[src/rtl/i2c_ptr_pkg.sv]
package i2c_ptr_pkg;

    localparam int BYTE_W = 8;

    typedef enum logic [2:0] {
        ST_IDLE,
        ST_ADDR,
        ST_ADDR_ACK,
        ST_WR_BYTE,
        ST_WR_ACK,
        ST_RD_BYTE,
        ST_RD_ACK,
        ST_IGNORE
    } slv_state_e;

endpackage

[src/rtl/i2c_line_sync.sv]
module i2c_line_sync #(
    parameter int STAGES = 2
) (
    input  logic clk,
    input  logic rst_n,
    input  logic scl_in,
    input  logic sda_in,
    output logic scl_q,
    output logic sda_q,
    output logic scl_rise,
    output logic scl_fall,
    output logic start_ev,
    output logic stop_ev
);

    logic [STAGES-1:0] scl_sh;
    logic [STAGES-1:0] sda_sh;
    logic              scl_prev;
    logic              sda_prev;

    // idle bus level is high on both lines
    always_ff @(posedge clk or negedge rst_n) begin
        if (!rst_n) begin
            scl_sh   <= '1;
            sda_sh   <= '1;
            scl_prev <= 1'b1;
            sda_prev <= 1'b1;
        end else begin
            scl_sh   <= {scl_sh[STAGES-2:0], scl_in};
            sda_sh   <= {sda_sh[STAGES-2:0], sda_in};
            scl_prev <= scl_sh[STAGES-1];
            sda_prev <= sda_sh[STAGES-1];
        end
    end

    assign scl_q    = scl_sh[STAGES-1];
    assign sda_q    = sda_sh[STAGES-1];
    assign scl_rise = scl_q & ~scl_prev;
    assign scl_fall = ~scl_q & scl_prev;
    // data edges with the clock held high on both samples
    assign start_ev = scl_q & scl_prev & sda_prev & ~sda_q;
    assign stop_ev  = scl_q & scl_prev & ~sda_prev & sda_q;

endmodule

[src/rtl/i2c_reg_bank.sv]
module i2c_reg_bank #(
    parameter int NREG = 8,
    parameter int DW   = 8,
    localparam int AW  = $clog2(NREG)
) (
    input  logic          clk,
    input  logic          rst_n,
    input  logic          we,
    input  logic [AW-1:0] waddr,
    input  logic [DW-1:0] wdata,
    input  logic [AW-1:0] raddr_a,
    output logic [DW-1:0] rdata_a,
    input  logic [AW-1:0] raddr_b,
    output logic [DW-1:0] rdata_b
);

    logic [DW-1:0] mem [NREG];

    always_ff @(posedge clk or negedge rst_n) begin
        if (!rst_n) begin
            for (int i = 0; i < NREG; i++) mem[i] <= '0;
        end else if (we) begin
            mem[waddr] <= wdata;
        end
    end

    assign rdata_a = mem[raddr_a];
    assign rdata_b = mem[raddr_b];

    // a write strobe is visible in the bank one cycle later
    a_r4_write_lands: assert property (@(posedge clk) disable iff (!rst_n)
        we |=> mem[$past(waddr)] == $past(wdata));

endmodule

[src/rtl/i2c_ptr_slave.sv]
module i2c_ptr_slave
    import i2c_ptr_pkg::*;
#(
    parameter logic [6:0] DEV_ADDR = 7'b1101000,
    parameter int         NREG     = 8,
    parameter int         SYNC_STG = 2
) (
    input  logic                    clk,
    input  logic                    rst_n,
    input  logic                    scl_i,
    input  logic                    sda_i,
    output logic                    sda_pull_o,
    input  logic [$clog2(NREG)-1:0] host_idx,
    output logic [BYTE_W-1:0]       host_data
);

    localparam int AW    = $clog2(NREG);
    localparam int CNT_W = $clog2(BYTE_W + 1);
    localparam logic [CNT_W-1:0] FULL = CNT_W'(BYTE_W);

    slv_state_e state, nxt;

    logic scl_q, sda_q, scl_rise, scl_fall, start_ev, stop_ev;
    logic [CNT_W-1:0]  cnt;
    logic [BYTE_W-1:0] rx_sr, tx_sr, bank_rd;
    logic [AW-1:0]     ptr, ptr_inc;
    logic rw_q, first_q, nack_q, we, byte_end;

    i2c_line_sync #(.STAGES(SYNC_STG)) u_sync (
        .clk(clk), .rst_n(rst_n), .scl_in(scl_i), .sda_in(sda_i),
        .scl_q(scl_q), .sda_q(sda_q), .scl_rise(scl_rise),
        .scl_fall(scl_fall), .start_ev(start_ev), .stop_ev(stop_ev)
    );

    assign byte_end = scl_fall && (cnt == FULL) && !start_ev && !stop_ev;
    assign ptr_inc  = (ptr == AW'(NREG - 1)) ? '0 : ptr + 1'b1;
    assign we       = (state == ST_WR_BYTE) && byte_end && !first_q;

    i2c_reg_bank #(.NREG(NREG), .DW(BYTE_W)) u_bank (
        .clk(clk), .rst_n(rst_n), .we(we), .waddr(ptr), .wdata(rx_sr),
        .raddr_a(ptr), .rdata_a(bank_rd),
        .raddr_b(host_idx), .rdata_b(host_data)
    );

    // state register
    always_ff @(posedge clk or negedge rst_n) begin
        if (!rst_n) state <= ST_IDLE;
        else        state <= nxt;
    end

    // transitions
    always_comb begin
        nxt = state;
        if (stop_ev) begin
            nxt = ST_IDLE;
        end else if (start_ev) begin
            nxt = ST_ADDR;
        end else if (scl_fall) begin
            unique case (state)
                ST_ADDR:     if (cnt == FULL)
                                 nxt = (rx_sr[7:1] == DEV_ADDR) ? ST_ADDR_ACK : ST_IGNORE;
                ST_ADDR_ACK: nxt = rw_q ? ST_RD_BYTE : ST_WR_BYTE;
                ST_WR_BYTE:  if (cnt == FULL) nxt = ST_WR_ACK;
                ST_WR_ACK:   nxt = ST_WR_BYTE;
                ST_RD_BYTE:  if (cnt == FULL) nxt = ST_RD_ACK;
                ST_RD_ACK:   nxt = nack_q ? ST_IGNORE : ST_RD_BYTE;
                default:     nxt = state;
            endcase
        end
    end

    // bit counting, shifting and pointer
    always_ff @(posedge clk or negedge rst_n) begin
        if (!rst_n) begin
            cnt     <= '0;
            rx_sr   <= '0;
            tx_sr   <= '0;
            rw_q    <= 1'b0;
            first_q <= 1'b0;
            nack_q  <= 1'b1;
            ptr     <= '0;
        end else if (start_ev || stop_ev) begin
            cnt     <= '0;
            first_q <= 1'b0;
        end else if (scl_rise) begin
            if (state == ST_ADDR || state == ST_WR_BYTE) begin
                rx_sr <= {rx_sr[BYTE_W-2:0], sda_q};
                cnt   <= cnt + 1'b1;
            end
            if (state == ST_RD_BYTE) cnt <= cnt + 1'b1;
            if (state == ST_RD_ACK) nack_q <= sda_q;
        end else if (scl_fall) begin
            unique case (state)
                ST_ADDR: if (cnt == FULL) begin
                    rw_q <= rx_sr[0];
                    cnt  <= '0;
                end
                ST_ADDR_ACK: begin
                    first_q <= 1'b1;
                    cnt     <= '0;
                    if (rw_q) tx_sr <= bank_rd;
                end
                ST_WR_BYTE: if (cnt == FULL) begin
                    cnt <= '0;
                    if (first_q) begin
                        ptr     <= AW'(rx_sr % NREG);
                        first_q <= 1'b0;
                    end else begin
                        ptr <= ptr_inc;
                    end
                end
                ST_RD_BYTE: begin
                    if (cnt == FULL) begin
                        cnt <= '0;
                        ptr <= ptr_inc;
                    end else begin
                        tx_sr <= {tx_sr[BYTE_W-2:0], 1'b0};
                    end
                end
                ST_RD_ACK: tx_sr <= bank_rd;
                default: ;
            endcase
        end
    end

    // outputs
    always_comb begin
        unique case (state)
            ST_ADDR_ACK, ST_WR_ACK: sda_pull_o = 1'b1;
            ST_RD_BYTE:             sda_pull_o = ~tx_sr[BYTE_W-1];
            default:                sda_pull_o = 1'b0;
        endcase
    end

    // a START always re-arms the address phase
    a_r8_start_rearms: assert property (@(posedge clk) disable iff (!rst_n)
        start_ev && !stop_ev |=> (state == ST_ADDR) && (cnt == '0));

    // a STOP always leaves the bus released and idle
    a_r8_stop_idles: assert property (@(posedge clk) disable iff (!rst_n)
        stop_ev |=> (state == ST_IDLE) && !sda_pull_o);

    // drive starts only while the clock is low
    a_r10_drive_scl_low: assert property (@(posedge clk) disable iff (!rst_n)
        $rose(sda_pull_o) |-> !scl_q);

    // every stored byte advances the pointer with wrap
    a_r4_ptr_steps: assert property (@(posedge clk) disable iff (!rst_n)
        we |=> ptr == (($past(ptr) == AW'(NREG - 1)) ? '0 : $past(ptr) + 1'b1));

    // a rejected address never gets an acknowledge
    a_r2_no_ack_mismatch: assert property (@(posedge clk) disable iff (!rst_n)
        (state == ST_ADDR) && byte_end && (rx_sr[7:1] != DEV_ADDR) |=> !sda_pull_o);

endmodule

[config.mk]
export PLATFORM = sky130hd
export DESIGN_NAME = i2c_ptr_slave
export DESIGN_NICKNAME = d
export VERILOG_FILES = /design/src/rtl/i2c_ptr_pkg.sv /design/src/rtl/i2c_line_sync.sv /design/src/rtl/i2c_reg_bank.sv /design/src/rtl/i2c_ptr_slave.sv
export SDC_FILE = /design/constraint.sdc
export NUM_CORES = 1
export LEC_CHECK = 0
export ABC_AREA = 1
export BUFFER_PORTS_ARGS = -buffer_cell sky130_fd_sc_hd__buf_2
export CAP_MARGIN = 40
export CORE_MARGIN = 4
export CORE_UTILIZATION = 43
export DETAILED_ROUTE_END_ITERATION = 12
export GPL_ROUTABILITY_DRIVEN = 0
export PLACE_DENSITY_LB_ADDON = 0.05
export SYNTH_ARGS = -nofsm -noshare
export SYNTH_HDL_FRONTEND = slang
export SYNTH_SLANG_ARGS = --single-unit
[constraint.sdc]
create_clock -name clk -period 2.5 [get_ports clk]
set_input_delay 0.25 -clock clk [delete_from_list [all_inputs] [get_ports clk]]
set_output_delay 0.25 -clock clk [all_outputs]
set_load 0.005 [all_outputs]
==> impl_metrics.json <==
{
  "outcome": "finished clean",
  "cts_setup_buffers": 0,
  "final_layout_size_suffix_gt1_share_pct": 12.3,
  "rr_startpoint": "cnt[0]",
  "firstDrtPassIters": 5,
  "rsz0062_at_grt": "false",
  "layout.cells.non_filler": 889,
  "grt_max_degree": 63,
  "htreeDepth": 3,
  "slowest_delay_ps": 430,
  "diodes": 0,
  "final_core_util_pct": 49.1,
  "die-area_um2": 14400,
  "start_util_pct": 44.5,
  "crit_chain": "inv_1 -> ha_1 -> nand3_2 -> nor2_2 -> nand2_2 -> nor3_4 -> nand2_1 -> nand2_1 -> o21ai_0",
  "fmax_ghz": 0.450,
  "mostFrequentLayoutCells": "nand2_1, o21ai_0, dfrtp_1, inv_1, nor2_1",
  "setup_viol": 0,
  "crit_family": "simple AND/OR/NAND/NOR gates",
  "timing.hold.ws_ps": 360,
  "power_per_cell_area_nw_per_um2": 720,
  "crit_top_cell": "nand2_1",
  "fin_area_um2": 5970,
  "num_vias": 4767,
  "antenna_found_initial": 0,
  "clock_skew_ps": 9.29,
  "cts-buffers-inserted": 9,
  "drc_errors": 0,
  "yosysWarnings": 0,
  "p_leak_uw": 0.00277,
  "clock_sinks": 99,
  "nets": 730,
  "setup_tns_ps": 0,
  "min_path_type": "reg2reg",
  "cts_buffer_depth": 2,
  "area_growth_pct": 10.4,
  "ios": 16,
  "grt_util_all_layers_pct": 21.8,
  "reg2reg_slack_ps": 280,
  "seq_area_frac_synth_pct": 46.0,
  "ys_seq_elements": 99,
  "arrival_ps": 2440,
  "crit_required_ps": 2720,
  "synthCells": 705,
  "die_y_um": 120,
  "drtAntennaViolNets": 0,
  "wl_um": 14600,
  "coreArea_um2": 12200,
  "grt_pass1_wl_um": 24800,
  "setup.worst_path.end_class": "register",
  "final.min_clock_period_ps": 2220,
  "dp_hpwl_um": 9930,
  "critical_path.max_fanout": 14,
  "path_clk_slew_ps": 70,
  "avgSynthCellArea_um2": 7.67,
  "worstSetupPathType": "reg2reg",
  "crit_slowest_cell": "nor3_4",
  "tightest_slew_ps": 601,
  "portBuffers": 15,
  "hp-start": "u_sync.sda_sh[0]",
  "crit_buf_inv": 1,
  "synth_cell_types": 30,
  "maxSlewViolCount": 0,
  "netlist_area_um2": 5410,
  "start_kind": "register",
  "viasPerCell": 5.36,
  "cts-root-buf": "clkbuf_16",
  "placedCellCount": 870,
  "cp-startpoint": "cnt[0]",
  "relSlewSlack_pct": 59.9,
  "final_common_cell": "nand2_1",
  "place_area_um2": 5650,
  "finalHoldViolations": 0,
  "first_iter_violations": 464,
  "syn-num-nets": 719,
  "routedWlPerCell_um": 16.4,
  "die_w_um": 120,
  "cap_violations": 0,
  "grt_overflow_total": 0,
  "grt_pass1_vias": 4604,
  "clock_latency_ps": 350,
  "peakVddDrop_mv": 0.309,
  "post-route-period-util_pct": 88.8,
  "cts_tree": "built",
  "fp-row-count": 40
}
[synthesized netlist by cell type]
cell / number / area [um2]
or2_2: 12 / 75.1
inv_1: 57 / 214
dfrtp_1: 92 / 2300
o211ai_1: 25 / 188
ha_1: 7 / 87.6
o21ai_1: 14 / 70.1
buf_1: 1 / 3.75
nand4_1: 3 / 18.8
buf_2: 6 / 30.0
nand2_2: 3 / 18.8
inv_2: 2 / 7.51
clkbuf_2: 1 / 5.00
o21ai_0: 122 / 611
xor2_1: 2 / 17.5
nor2_1: 57 / 214
nand2_4: 3 / 33.8
a31oi_1: 4 / 25.0
o21ai_2: 6 / 52.6
buf_4: 1 / 7.51
dfstp_2: 7 / 184
nand2_1: 173 / 649
nor2_4: 3 / 33.8
nor2_2: 3 / 18.8
clkbuf_1: 20 / 75.1
nand3_1: 48 / 240
nor3_1: 1 / 5.00
a21oi_1: 22 / 110
nor3_4: 1 / 16.3
nand3_2: 4 / 40.0
buf_6: 5 / 56.3
[layer usage]
layer / track usage [%] / share of wire [%] / routed length [um] / vias up
li1: - / - / - / 2358
met1: 31.1 / 48 / 7080 / 2270
met2: 33.4 / 45 / 6540 / 120
met3: 4.96 / 4.7 / 681 / 19
met4: 6.51 / 2.0 / 292 / 0
met5: 0 / 0 / 0 / -
[state kept, by name (all words and copies together) (netlist names)]
signal	count
u_sync.sda_sh	2
u_sync.sda_prev	1
cnt	4
state	3
first_q	1
u_sync.scl_prev	1
tx_sr	8
nack_q	1
ptr	3
u_sync.scl_sh	2
u_bank.mem	64
rx_sr	8
rw_q	1
[repair_timing]
action	in CTS	in global routing
gates resized for setup	0	0
hold buffers	3	0
hold endpoints to repair	32	0
[cells by family (layout without fill, tap and decap cells)]
logic type / Yosys count / after routing / share of synthesized area [%]
buffers and inverters: 93 / 109 / 7.38
adder cells (fa/ha/maj): 7 / 7 / 1.62
flip-flops: 99 / 99 / 46.0
AND/OR/NAND/NOR: 311 / 311 / 25.2
XOR/XNOR: 2 / 2 / 0.324
AO/OA/AOI/OAI: 193 / 193 / 19.5
[through the flow]
step / worst slack (ps) / power (uW)
floorplan: 766 / 2590
global placement: 399 / 2950
detailed placement: 329 / 2950
CTS: 294 / 4350
global route: 52.7 / 4590
finish: 280 / 4300
[layout make-up]
| class | count | area (um2) |
|---|---|---|
| clock buffer | 14 | 274 |
| inverter | 59 | 221 |
| timing repair buffer | 34 | 240 |
| tap | 168 | 210 |
| multi-input combinational | 513 | 2520 |
| sequential | 99 | 2490 |
| fill | 1204 | 6190 |
| clock inverter | 2 | 17.5 |
[report_power, final]
group	switching, uW	leakage (uW)	total (uW)	internal (uW)
clock	601	0.000143	1360	763
combinational	690	0.00128	992	301
sequential	180	0.00134	1950	1770
[path summary, 6_finish.rpt]
kind	cells past startpoint	endpoint
setup / recovery	9	u_bank.mem[33]
hold / removal	0	u_sync.sda_sh[1]
setup reg to reg	9	u_bank.mem[33]
hold reg to reg	0	u_sync.sda_sh[1]
max in group asynchronous	3	u_bank.mem[3]
min in group asynchronous	2	cnt[2]
(Power assumes the default switching activity.)
